$ cat src/rtl/pllcal_pkg.sv
package pllcal_pkg;

  typedef enum logic [1:0] {
    ST_IDLE   = 2'd0,
    ST_CAL    = 2'd1,
    ST_LOCKED = 2'd2,
    ST_HOLD   = 2'd3
  } calState_t;

  // strobes from the control FSM into the datapath
  typedef struct packed {
    logic latchCnt;  // capture frequency count at successful end
    logic clrSq;     // self-clear the squelch bit
    logic clrPend;   // request accepted
    logic clrAll;    // soft reset
  } dpStrobe_t;

endpackage

$ cat src/rtl/pllcal_dp.sv
module pllcal_dp
  import pllcal_pkg::*;
#(
  parameter int CNT_W       = 20,
  parameter int DRIFT_SHIFT = 11
) (
  input  logic             clk,
  input  logic             rstN,
  input  dpStrobe_t        strobe,
  input  logic             calBitSet,
  input  logic             dcoOutOfRange,
  input  logic             sqBitWrite,
  input  logic             sqBitVal,
  input  logic [CNT_W-1:0] freqCount,
  output logic             pending,
  output logic             sqBit,
  output logic             drift
);

  logic [CNT_W-1:0] latchedCnt;
  logic [CNT_W-1:0] cntDiff;
  logic [CNT_W-1:0] driftThr;

  always_ff @(posedge clk or negedge rstN) begin
    if (!rstN) begin
      pending <= 1'b0;
    end else if (strobe.clrAll) begin
      pending <= 1'b0;
    end else if (calBitSet || dcoOutOfRange) begin
      pending <= 1'b1;
    end else if (strobe.clrPend) begin
      pending <= 1'b0;
    end
  end

  always_ff @(posedge clk or negedge rstN) begin
    if (!rstN) begin
      sqBit <= 1'b0;
    end else if (strobe.clrAll) begin
      sqBit <= 1'b0;
    end else if (sqBitWrite) begin
      sqBit <= sqBitVal;
    end else if (strobe.clrSq) begin
      sqBit <= 1'b0;
    end
  end

  always_ff @(posedge clk or negedge rstN) begin
    if (!rstN) begin
      latchedCnt <= '0;
    end else if (strobe.clrAll) begin
      latchedCnt <= '0;
    end else if (strobe.latchCnt) begin
      latchedCnt <= freqCount;
    end
  end

  always_comb begin
    cntDiff  = (freqCount >= latchedCnt) ? (freqCount - latchedCnt)
                                         : (latchedCnt - freqCount);
    driftThr = latchedCnt >> DRIFT_SHIFT;
    drift    = (cntDiff != '0) && (cntDiff >= driftThr);
  end

endmodule

$ cat src/rtl/pllcal_ctrl.sv
module pllcal_ctrl
  import pllcal_pkg::*;
(
  input  logic      clk,
  input  logic      rstN,
  input  logic      softRst,
  input  logic      pending,
  input  logic      drift,
  input  logic      sqBit,
  input  logic      inAlarm,
  input  logic      inSelected,
  input  logic      refPresent,
  input  logic      engDone,
  output dpStrobe_t strobe,
  output logic      engStart,
  output logic      outClkEn,
  output logic      lossOfLock,
  output logic      holdMode,
  output logic      calActive
);

  calState_t state, stateNext;
  logic everCal, everCalNext;
  logic startNext;
  logic inputOk;

  assign inputOk = !inAlarm && inSelected && refPresent;

  always_comb begin
    stateNext   = state;
    everCalNext = everCal;
    startNext   = 1'b0;
    strobe      = '0;
    unique case (state)
      ST_IDLE: begin
        if (pending && inputOk) begin
          stateNext      = ST_CAL;
          startNext      = 1'b1;
          strobe.clrPend = 1'b1;
        end
      end
      ST_CAL: begin
        if (engDone) begin
          stateNext       = ST_LOCKED;
          everCalNext     = 1'b1;
          strobe.latchCnt = 1'b1;
          strobe.clrSq    = 1'b1;
        end else if (inAlarm) begin
          stateNext = everCal ? ST_HOLD : ST_IDLE;
        end
      end
      ST_LOCKED: begin
        if (inAlarm || !inSelected) begin
          stateNext = ST_HOLD;
        end else if ((pending || drift) && refPresent) begin
          stateNext      = ST_CAL;
          startNext      = 1'b1;
          strobe.clrPend = 1'b1;
        end
      end
      ST_HOLD: begin
        if (inputOk) begin
          stateNext = ST_LOCKED;
        end
      end
      default: stateNext = ST_IDLE;
    endcase
    if (softRst) begin
      stateNext     = ST_IDLE;
      everCalNext   = 1'b0;
      startNext     = 1'b0;
      strobe        = '0;
      strobe.clrAll = 1'b1;
    end
  end

  always_ff @(posedge clk or negedge rstN) begin
    if (!rstN) begin
      state    <= ST_IDLE;
      everCal  <= 1'b0;
      engStart <= 1'b0;
    end else begin
      state    <= stateNext;
      everCal  <= everCalNext;
      engStart <= startNext;
    end
  end

  always_comb begin
    calActive  = (state == ST_CAL);
    holdMode   = (state == ST_HOLD);
    lossOfLock = (state != ST_LOCKED);
    unique case (state)
      ST_IDLE: outClkEn = 1'b0;
      ST_CAL:  outClkEn = !sqBit;
      default: outClkEn = 1'b1;
    endcase
  end

endmodule

$ cat src/rtl/pllcal_seq.sv
module pllcal_seq
  import pllcal_pkg::*;
#(
  parameter int CNT_W       = 20,
  parameter int DRIFT_SHIFT = 11
) (
  input  logic             clk,
  input  logic             rstN,
  input  logic             calBitSet,
  input  logic             sqBitWrite,
  input  logic             sqBitVal,
  input  logic             softRst,
  input  logic             dcoOutOfRange,
  input  logic             inAlarm,
  input  logic             inSelected,
  input  logic             refPresent,
  input  logic [CNT_W-1:0] freqCount,
  input  logic             engDone,
  output logic             engStart,
  output logic             outClkEn,
  output logic             lossOfLock,
  output logic             holdMode,
  output logic             calPending,
  output logic             sqBit
);

  dpStrobe_t strobe;
  logic      drift;
  logic      calActive;

  pllcal_dp #(
    .CNT_W      (CNT_W),
    .DRIFT_SHIFT(DRIFT_SHIFT)
  ) u_dp (
    .clk          (clk),
    .rstN         (rstN),
    .strobe       (strobe),
    .calBitSet    (calBitSet),
    .dcoOutOfRange(dcoOutOfRange),
    .sqBitWrite   (sqBitWrite),
    .sqBitVal     (sqBitVal),
    .freqCount    (freqCount),
    .pending      (calPending),
    .sqBit        (sqBit),
    .drift        (drift)
  );

  pllcal_ctrl u_ctrl (
    .clk       (clk),
    .rstN      (rstN),
    .softRst   (softRst),
    .pending   (calPending),
    .drift     (drift),
    .sqBit     (sqBit),
    .inAlarm   (inAlarm),
    .inSelected(inSelected),
    .refPresent(refPresent),
    .engDone   (engDone),
    .strobe    (strobe),
    .engStart  (engStart),
    .outClkEn  (outClkEn),
    .lossOfLock(lossOfLock),
    .holdMode  (holdMode),
    .calActive (calActive)
  );

endmodule

$ cat config.mk
export PLATFORM = sky130hd
export DESIGN_NAME = pllcal_seq
export DESIGN_NICKNAME = d
export VERILOG_FILES = /design/src/rtl/pllcal_pkg.sv /design/src/rtl/pllcal_dp.sv /design/src/rtl/pllcal_ctrl.sv /design/src/rtl/pllcal_seq.sv
export SDC_FILE = /design/constraint.sdc
export NUM_CORES = 1
export LEC_CHECK = 0
export BUFFER_PORTS_ARGS = -buffer_cell sky130_fd_sc_hd__buf_2
export CAP_MARGIN = 20
export CORE_MARGIN = 3
export CORE_UTILIZATION = 30
export CTS_CLUSTER_SIZE = 28
export DETAILED_ROUTE_END_ITERATION = 10
export RECOVER_POWER = 25
export SLEW_MARGIN = 20
export SYNTH_ARGS = -nofsm -noshare
export SYNTH_HDL_FRONTEND = slang
export SYNTH_SLANG_ARGS = --single-unit
$ cat constraint.sdc
create_clock -name clk -period 5.1 [get_ports clk]
set_input_delay 0.51 -clock clk [delete_from_list [all_inputs] [get_ports clk]]
set_output_delay 0.51 -clock clk [all_outputs]
set_load 0.05 [all_outputs]
# == Word-level counts from Yosys, hierarchy flattened ==
# Index checks and enable logic that the tools add are counted.
# W data, S select, Z words.
# word_totals
wordCells,68
regBits,26
out_inout_bits,6
input_bits,31
mem_count,0
latch_bits,0
ramBits,0
mem_bits_ro,0
# op_classes
div,0
n_eq_ne,8
n_lt_le_gt_ge,2
reduce_logical,20
n_shift,0
bitwise,0
mux,30
n_addsub,2
n_mul,0
# ops
cell,count
$mux W20,3
$sub A20 B20 Y20,2
$ge A20 B20 Y1,1
$ge A20 B9 Y1,1
$mux W2,10
$reduce_bool A20 Y1,1
$mux W1,13
$pmux W2 S4,1
$ne A3 B2 Y1 const B,2
$reduce_bool A2 Y1,3
$reduce_bool A3 Y1,2
$logic_and A1 B1 Y1,5
$eq A2 B2 Y1 const B,2
$mux W4,1
$ne A4 B2 Y1 const B,1
$ne A4 B4 Y1 const B,1
$pmux W1 S2,2
$reduce_and A4 Y1,1
$logic_not A1 Y1,3
$logic_or A1 B1 Y1,3
$eq A2 B1 Y1 const B,1
$logic_not A2 Y1,1
$ne A2 B2 Y1 const B,1
$reduce_and A2 Y1,1

# == Depth between registers and ports, before layout ==
# logic_depth
ltp_word,13
ltp_mapped,20
mapped_depth_nobuf,19

# == By module ==
# From an unflattened synthesis, not the netlist that was laid out.
# hier_totals
cells_unflattened,412
hier_area_um2,3392.0
# modules_own_cells
mod,seq_area_each_um2,area_per_inst_um2,n_inst,cells_each
pllcal_dp,550.5,3116.7,1,382
pllcal_ctrl,100.1,275.3,1,30

# == Worst setup path before layout ==
# OpenSTA, ideal clock, no wires.
# synth_path
path_type,input to register
from,input port freqCount[0]
to,register u_ctrl.state[1]
arrival_time_ps,3958
setup_time_ps,79
path_stages,20
path_slack_ps,1063
required_ps,5021
n_path_buf,1
path_cell_list,inv_1 > ha_1 > inv_1 > fa_1 > nand3_1 > a211o_1 > o211ai_2 > a2bb2oi_2 > buf_6 > mux2_2 > ha_1 > a21o_1 > a21o_1 > a21o_1 > a21o_1 > a211oi_1 > o21a_1 > a211oi_2 > o31ai_2 > mux2i_1
# synth_between
elab_chain_cells,8
elab_cells_between_ends,11
classes_between,add/sub (2); order compare (2); eq/ne (1); mux (1); reduce/logical (5)
# synth_rtl
element,line,source
from (decl),pllcal_seq.sv:17,"input logic [CNT_W-1:0] freqCount,"
$sub A20 B20 Y20 (tied with other cells),pllcal_dp.sv:60,: (latchedCnt - freqCount);
$mux W20 *,pllcal_dp.sv:59,cntDiff = (freqCount >= latchedCnt) ? (freqCount - latchedCnt)
$ge A20 B9 Y1 / $reduce_bool A20 Y1 (equally long branches),pllcal_dp.sv:62,drift = (cntDiff != '0) && (cntDiff >= driftThr);
$logic_and A1 B1 Y1 *,pllcal_dp.sv:62,
$logic_or A1 B1 Y1 *,pllcal_ctrl.sv:55,end else if ((pending || drift) && refPresent) begin
$logic_and A1 B1 Y1 *,pllcal_ctrl.sv:55,
$ne A4 B2 Y1 (no source line) *,n/a,
$reduce_and A4 Y1 (no source line) *,n/a,
to (signal assigned),pllcal_ctrl.sv:83,state <= stateNext;
to (decl),pllcal_ctrl.sv:22,"calState_t state, stateNext;"
# Mark *: on every way between the ends. The rest lies on a longest branch, timed or not.
# A chain may end at the register's enable or synchronous reset.

# == Final worst setup path ==
# layout_path
from,register u_dp.latchedCnt[11]
to,register u_ctrl.state[1]
# layout_between
elab_chain_cells,8
elab_cells_between_ends,11
classes_between,add/sub (2); order compare (2); eq/ne (1); mux (1); reduce/logical (5)
# layout_rtl
element,line,source
from (decl),pllcal_dp.sv:20,logic [CNT_W-1:0] latchedCnt;
from (signal assigned),pllcal_dp.sv:54,latchedCnt <= freqCount;
$sub A20 B20 Y20 (tied with other cells),pllcal_dp.sv:60,
$mux W20,pllcal_dp.sv:59,
$ge A20 B9 Y1 / $reduce_bool A20 Y1 (equally long branches),pllcal_dp.sv:62,
$logic_and A1 B1 Y1 *,pllcal_dp.sv:62,
$logic_or A1 B1 Y1 *,pllcal_ctrl.sv:55,
$logic_and A1 B1 Y1 *,pllcal_ctrl.sv:55,
$ne A4 B2 Y1 (no source line) *,n/a,
$reduce_and A4 Y1 (no source line) *,n/a,
# Marked as above.

==> results by stage <==
Setup path:
- The setup check on the worst reg-to-reg path leaves a slack of 820 ps.
- The worst setup path is launched from a flip-flop.
- The worst register-to-register path begins at u_dp.latchedCnt[11].
- The worst reg-to-reg path cell count is 16.
- Of all nets on the critical path, the largest fanout is 10.
- For the worst setup path, the data required time is 5300 ps.
- The worst register-to-register path ends at u_ctrl.state[1].
- The setup path with the least slack is of type flip-flop to flip-flop.
- The arrival time at the worst endpoint is 4480 ps.
- The capturing element type of the critical path is a flip-flop.

Detailed routing:
- The via count is 3452.
- For this block, the initial DRC count from the detailed router was 258.
- The residual DRC count is 0.
- The first TritonRoute pass finished after 5 iterations.
- The total wirelength of the detailed-routed design is 10200 um.
- The final antenna-violating net count is 0.
- After detailed routing, the average wire length per cell comes to 15.8 um.
- The via density per instance is 5.34.

Synth:
- The largest total area in the synthesized netlist belongs to dfrtp_1.
- After synthesis, the largest family of logic cells by area is compound AO/OA/AOI/OAI gates.
- Yosys attributes the largest share of cell area to dfrtp_1, ha_1, inv_1.
- The simple-gate share of the synthesized area is 17.1%.
- Sorting the synthesized cells by how often they occur yields inv_1, ha_1, a21oi_1.
- The synthesized netlist cell count is 462.
- During synthesis, Yosys emitted a total of 0 warnings.
- In the synthesized netlist the async set-or-reset flop fraction comes to 100%.
- The area fraction of the dominant cell type after synthesis is 17.4%.
- For this run, the register share of the synthesized area comes to 17.4%.
- The number of nets in the synthesized netlist is 543.
- Summing the areas of all fa, ha and maj instances in the mapped netlist gives 17.1% of the synthesized area.
- After synthesis, the mean cell area works out to 8.11 um2.
- Synthesis inferred 26 register bits.
- The number of unique standard cell types used by synthesis is 67.
- The mux share of post-synthesis cell area is 4.08%.
- The cell area after technology mapping is 0.00374 mm2.
- The number of flops mapped to enable cells by yosys is 0.
- The most used flip-flop cell after synthesis is dfrtp_1.
- The synthesized-area fraction occupied by xor and xnor cells is 4.21%.
- The compound-gate portion of the synthesized area is 30.7%.
- By instance count, the leading cell after synthesis is inv_1.

Layout:
- The area added between synthesis and finish is 9.99%.
- The net count of the finished layout is 561.
- The fraction of final layout cells with drive strength greater than 1 is 12.9%.
- The count of inserted antenna diode cells is 0.
- Once layout is complete, the utilization of the core stands at 34.0%.

Timing:
- The final setup violation count is 0.
- Setup repair after global routing left no endpoint under its margin.
- For the final database, setup skew stands at 5.45 ps.
- The max-slew violation count is 27.
- The worst path needs 4280 ps of the cycle, external delays included.
- For the pin with the worst max-slew slack, the measured transition is 1530 ps.
- The number of hold violations in the final report is 0.
- For this run, the top clock speed supported by timing is 234 MHz.
- The worst pin sits at a relative slew slack of -1.92%.
- The aggregate negative setup slack is 0 ps.
- The final cycle utilization of the critical path is 83.9%.
- Across all hold checks on the routed design, the worst slack comes to 435 ps.

Clocking:
- The clock root buffer is clkbuf_16.
- The post-CTS setup buffer count is 0.
- TritonCTS built the clock tree.
- Hold repair after CTS inserted 0 buffers.
- The longest clock path from root to sink contains 2 buffers.
- The tree built by TritonCTS fans out to 26 sinks.
- The clock latency on the worst-skew pair is 270 ps.
- The number of gates given a new drive strength after cts is 0.
- The clock-pin slew reported for the worst setup and hold paths after clock tree synthesis is 80 ps.
- The number of H-tree levels is 1.
- Counting the buffers created by CTS gives 3.

Place:
- The routability congestion estimate is 0.961.
- The quantity of I/O buffers inserted on ports is 36.
- The detailed-placement wirelength estimate is 8340 um.

Hold path:
- The tightest min-delay check is of the input port to flip-flop type.
- The worst hold path passes through 2 cells.
- The hold path startpoint is sqBitWrite.
- The path with the worst hold slack has its endpoint at u_dp.sqBit.

Power and ir drop:
- In this run the power spent charging and discharging nets is 0.000248 W.
- Dividing total power by cell area gives a power density of 174 mW/mm2.
- In this run, flip-flops and latches consume 29.6% of the power.
- The static leakage power is 1.88 nW.
- Cell internal power was estimated by the tool at 0.000468 W.
- The share of power burned in the clock network is 34.8%.
- Combinational cells account for 35.6% of the total power.
- Net switching is 34.6% of the power.
- The worst supply voltage drop on vdd is 0.176 mV.

Floorplan:
- Pin placement for this block handled 37 I/O pins.
- The placement row count is 40.
- The die footprint is 0.0139 mm2.
- The initial core utilization is 30.9%.
- The chip width is 118 um.
- The total area inside the core boundary comes to 0.0121 mm2.
- The vertical die dimension is 118 um.

Global routing:
- The number of antenna violations at the first check in global routing is 0.
- The first global-routing pass estimated 17000 um of wire.
- The total overflow reported by the global router is 0.
- The maximum number of pins on one net before global-route repair is 27.
- The total track usage is 14.5%.
- The number of global-route vias before repair is 3429.

Status:
- The flow ran to the end, but the final reports show violations.
- The final reports fail on max-capacitance violations, max-slew violations.

Run:
- The max-cap check violation count is 1.
==> logic make-up after synthesis <==
kind of cell | Yosys count
buffers and inverters | 78
xor gates and xnor gates | 18
and+or+nand+nor | 121
DFF | 26
AOI/OAI and AO/OA | 154
adders and majority gates | 50
muxes | 15
==> critical path: stages, from the launching register on <==
cell	delay [ps]
dfrtp_1	450
ha_1	530
nand4_4	160
nor3_1	360
a211o_1	200
a2bb2oi_2	290
mux2_2	390
ha_1	270
a21o_1	160
a21o_1	170
a21o_1	160
a21o_1	170
a211oi_1	230
o21a_1	170
a211oi_2	60
o31ai_2	250
mux2i_1	200
==> layout by cell type (no fill, tap or decap), types with 3 or more instances in the layout <==
| master | synthesis | routed |
|---|---|---|
| xor2_1 | 9 | 9 |
| inv_1 | 53 | 53 |
| buf_2 | 7 | 35 |
| a21o_1 | 13 | 13 |
| o211ai_1 | 3 | 3 |
| a211oi_1 | 6 | 6 |
| clkbuf_16 | 0 | 3 |
| a21boi_0 | 3 | 3 |
| ha_1 | 48 | 48 |
| o21ai_1 | 3 | 3 |
| and2_1 | 5 | 5 |
| nor2_1 | 29 | 29 |
| or3_1 | 3 | 3 |
| a211o_1 | 4 | 4 |
| nor3_1 | 9 | 8 |
| a22o_1 | 20 | 20 |
| dfrtp_1 | 26 | 26 |
| o21ai_0 | 20 | 20 |
| xnor2_1 | 9 | 9 |
| nand3_1 | 12 | 12 |
| a21oi_1 | 35 | 35 |
| mux2i_1 | 13 | 13 |
| nand2_1 | 28 | 28 |
| a31oi_1 | 6 | 5 |
| nand4_1 | 6 | 6 |
| o21a_1 | 12 | 12 |
| nand2b_1 | 5 | 5 |
| nor2b_1 | 6 | 6 |
==> power by group through the flow <==
| stage | Clock, W | Sequential, W | Combinational, W |
|---|---|---|---|
| 5_1_grt | 0.000261 | 0.000213 | 0.000283 |
| 3_5_place_dp | 0 | 0.000216 | 0.000253 |
| 2_1_floorplan | 0 | 0.000219 | 0.000188 |
| 4_1_cts | 0.000253 | 0.000212 | 0.000254 |
| 6_report | 0.000249 | 0.000212 | 0.000255 |
| 3_3_place_gp | 0 | 0.000216 | 0.000248 |
==> cell type report <==
| cell class | instances | area [um2] |
|---|---|---|
| tap | 168 | 210 |
| sequential | 26 | 651 |
| clock inverter | 1 | 30.0 |
| timing repair buffer | 38 | 194 |
| clock buffer | 3 | 75.1 |
| fill | 1312 | 7990 |
| inverter | 53 | 199 |
| multi-input combinational | 358 | 2760 |
==> how the worst max path moves through the flow <==
stage / startpoint / to / depth (start not counted)
3_5_place_dp: freqCount[5] / u_ctrl.state[1] / 18
4_1_cts: u_dp.latchedCnt[5] / u_ctrl.state[1] / 16
3_3_place_gp: freqCount[5] / u_ctrl.state[1] / 18
5_1_grt: u_dp.latchedCnt[5] / u_ctrl.state[1] / 16
6_report: u_dp.latchedCnt[11] / u_ctrl.state[1] / 16
2_1_floorplan: freqCount[0] / u_ctrl.state[1] / 20
==> sequential cells by signal, indices dropped and copies added (netlist names) <==
signal,count
u_ctrl.state,2
u_ctrl.everCal,1
u_ctrl.engStart,1
u_dp.latchedCnt,20
u_dp.sqBit,1
u_dp.pending,1
==> through the flow <==
stage	cells	setup WS [ps]	total power (W)	cell area [um2]
6_report	647	819	0.000716	4120
4_1_cts	647	837	0.000720	4110
3_5_place_dp	643	585	0.000469	4010
3_3_place_gp	643	690	0.000464	4010
5_1_grt	647	505	0.000756	4120
2_1_floorplan	462	1060	0.000407	3740
==> metal layers <==
metal	share of wire, %	up-vias	global-route usage (%)
li1	-	1705	-
met2	48	79	25.3
met3	3.5	8	1.06
met5	0	-	0
met1	47	1660	19.7
met4	1.1	0	2.71
Power figures use the tool's default switching activity.
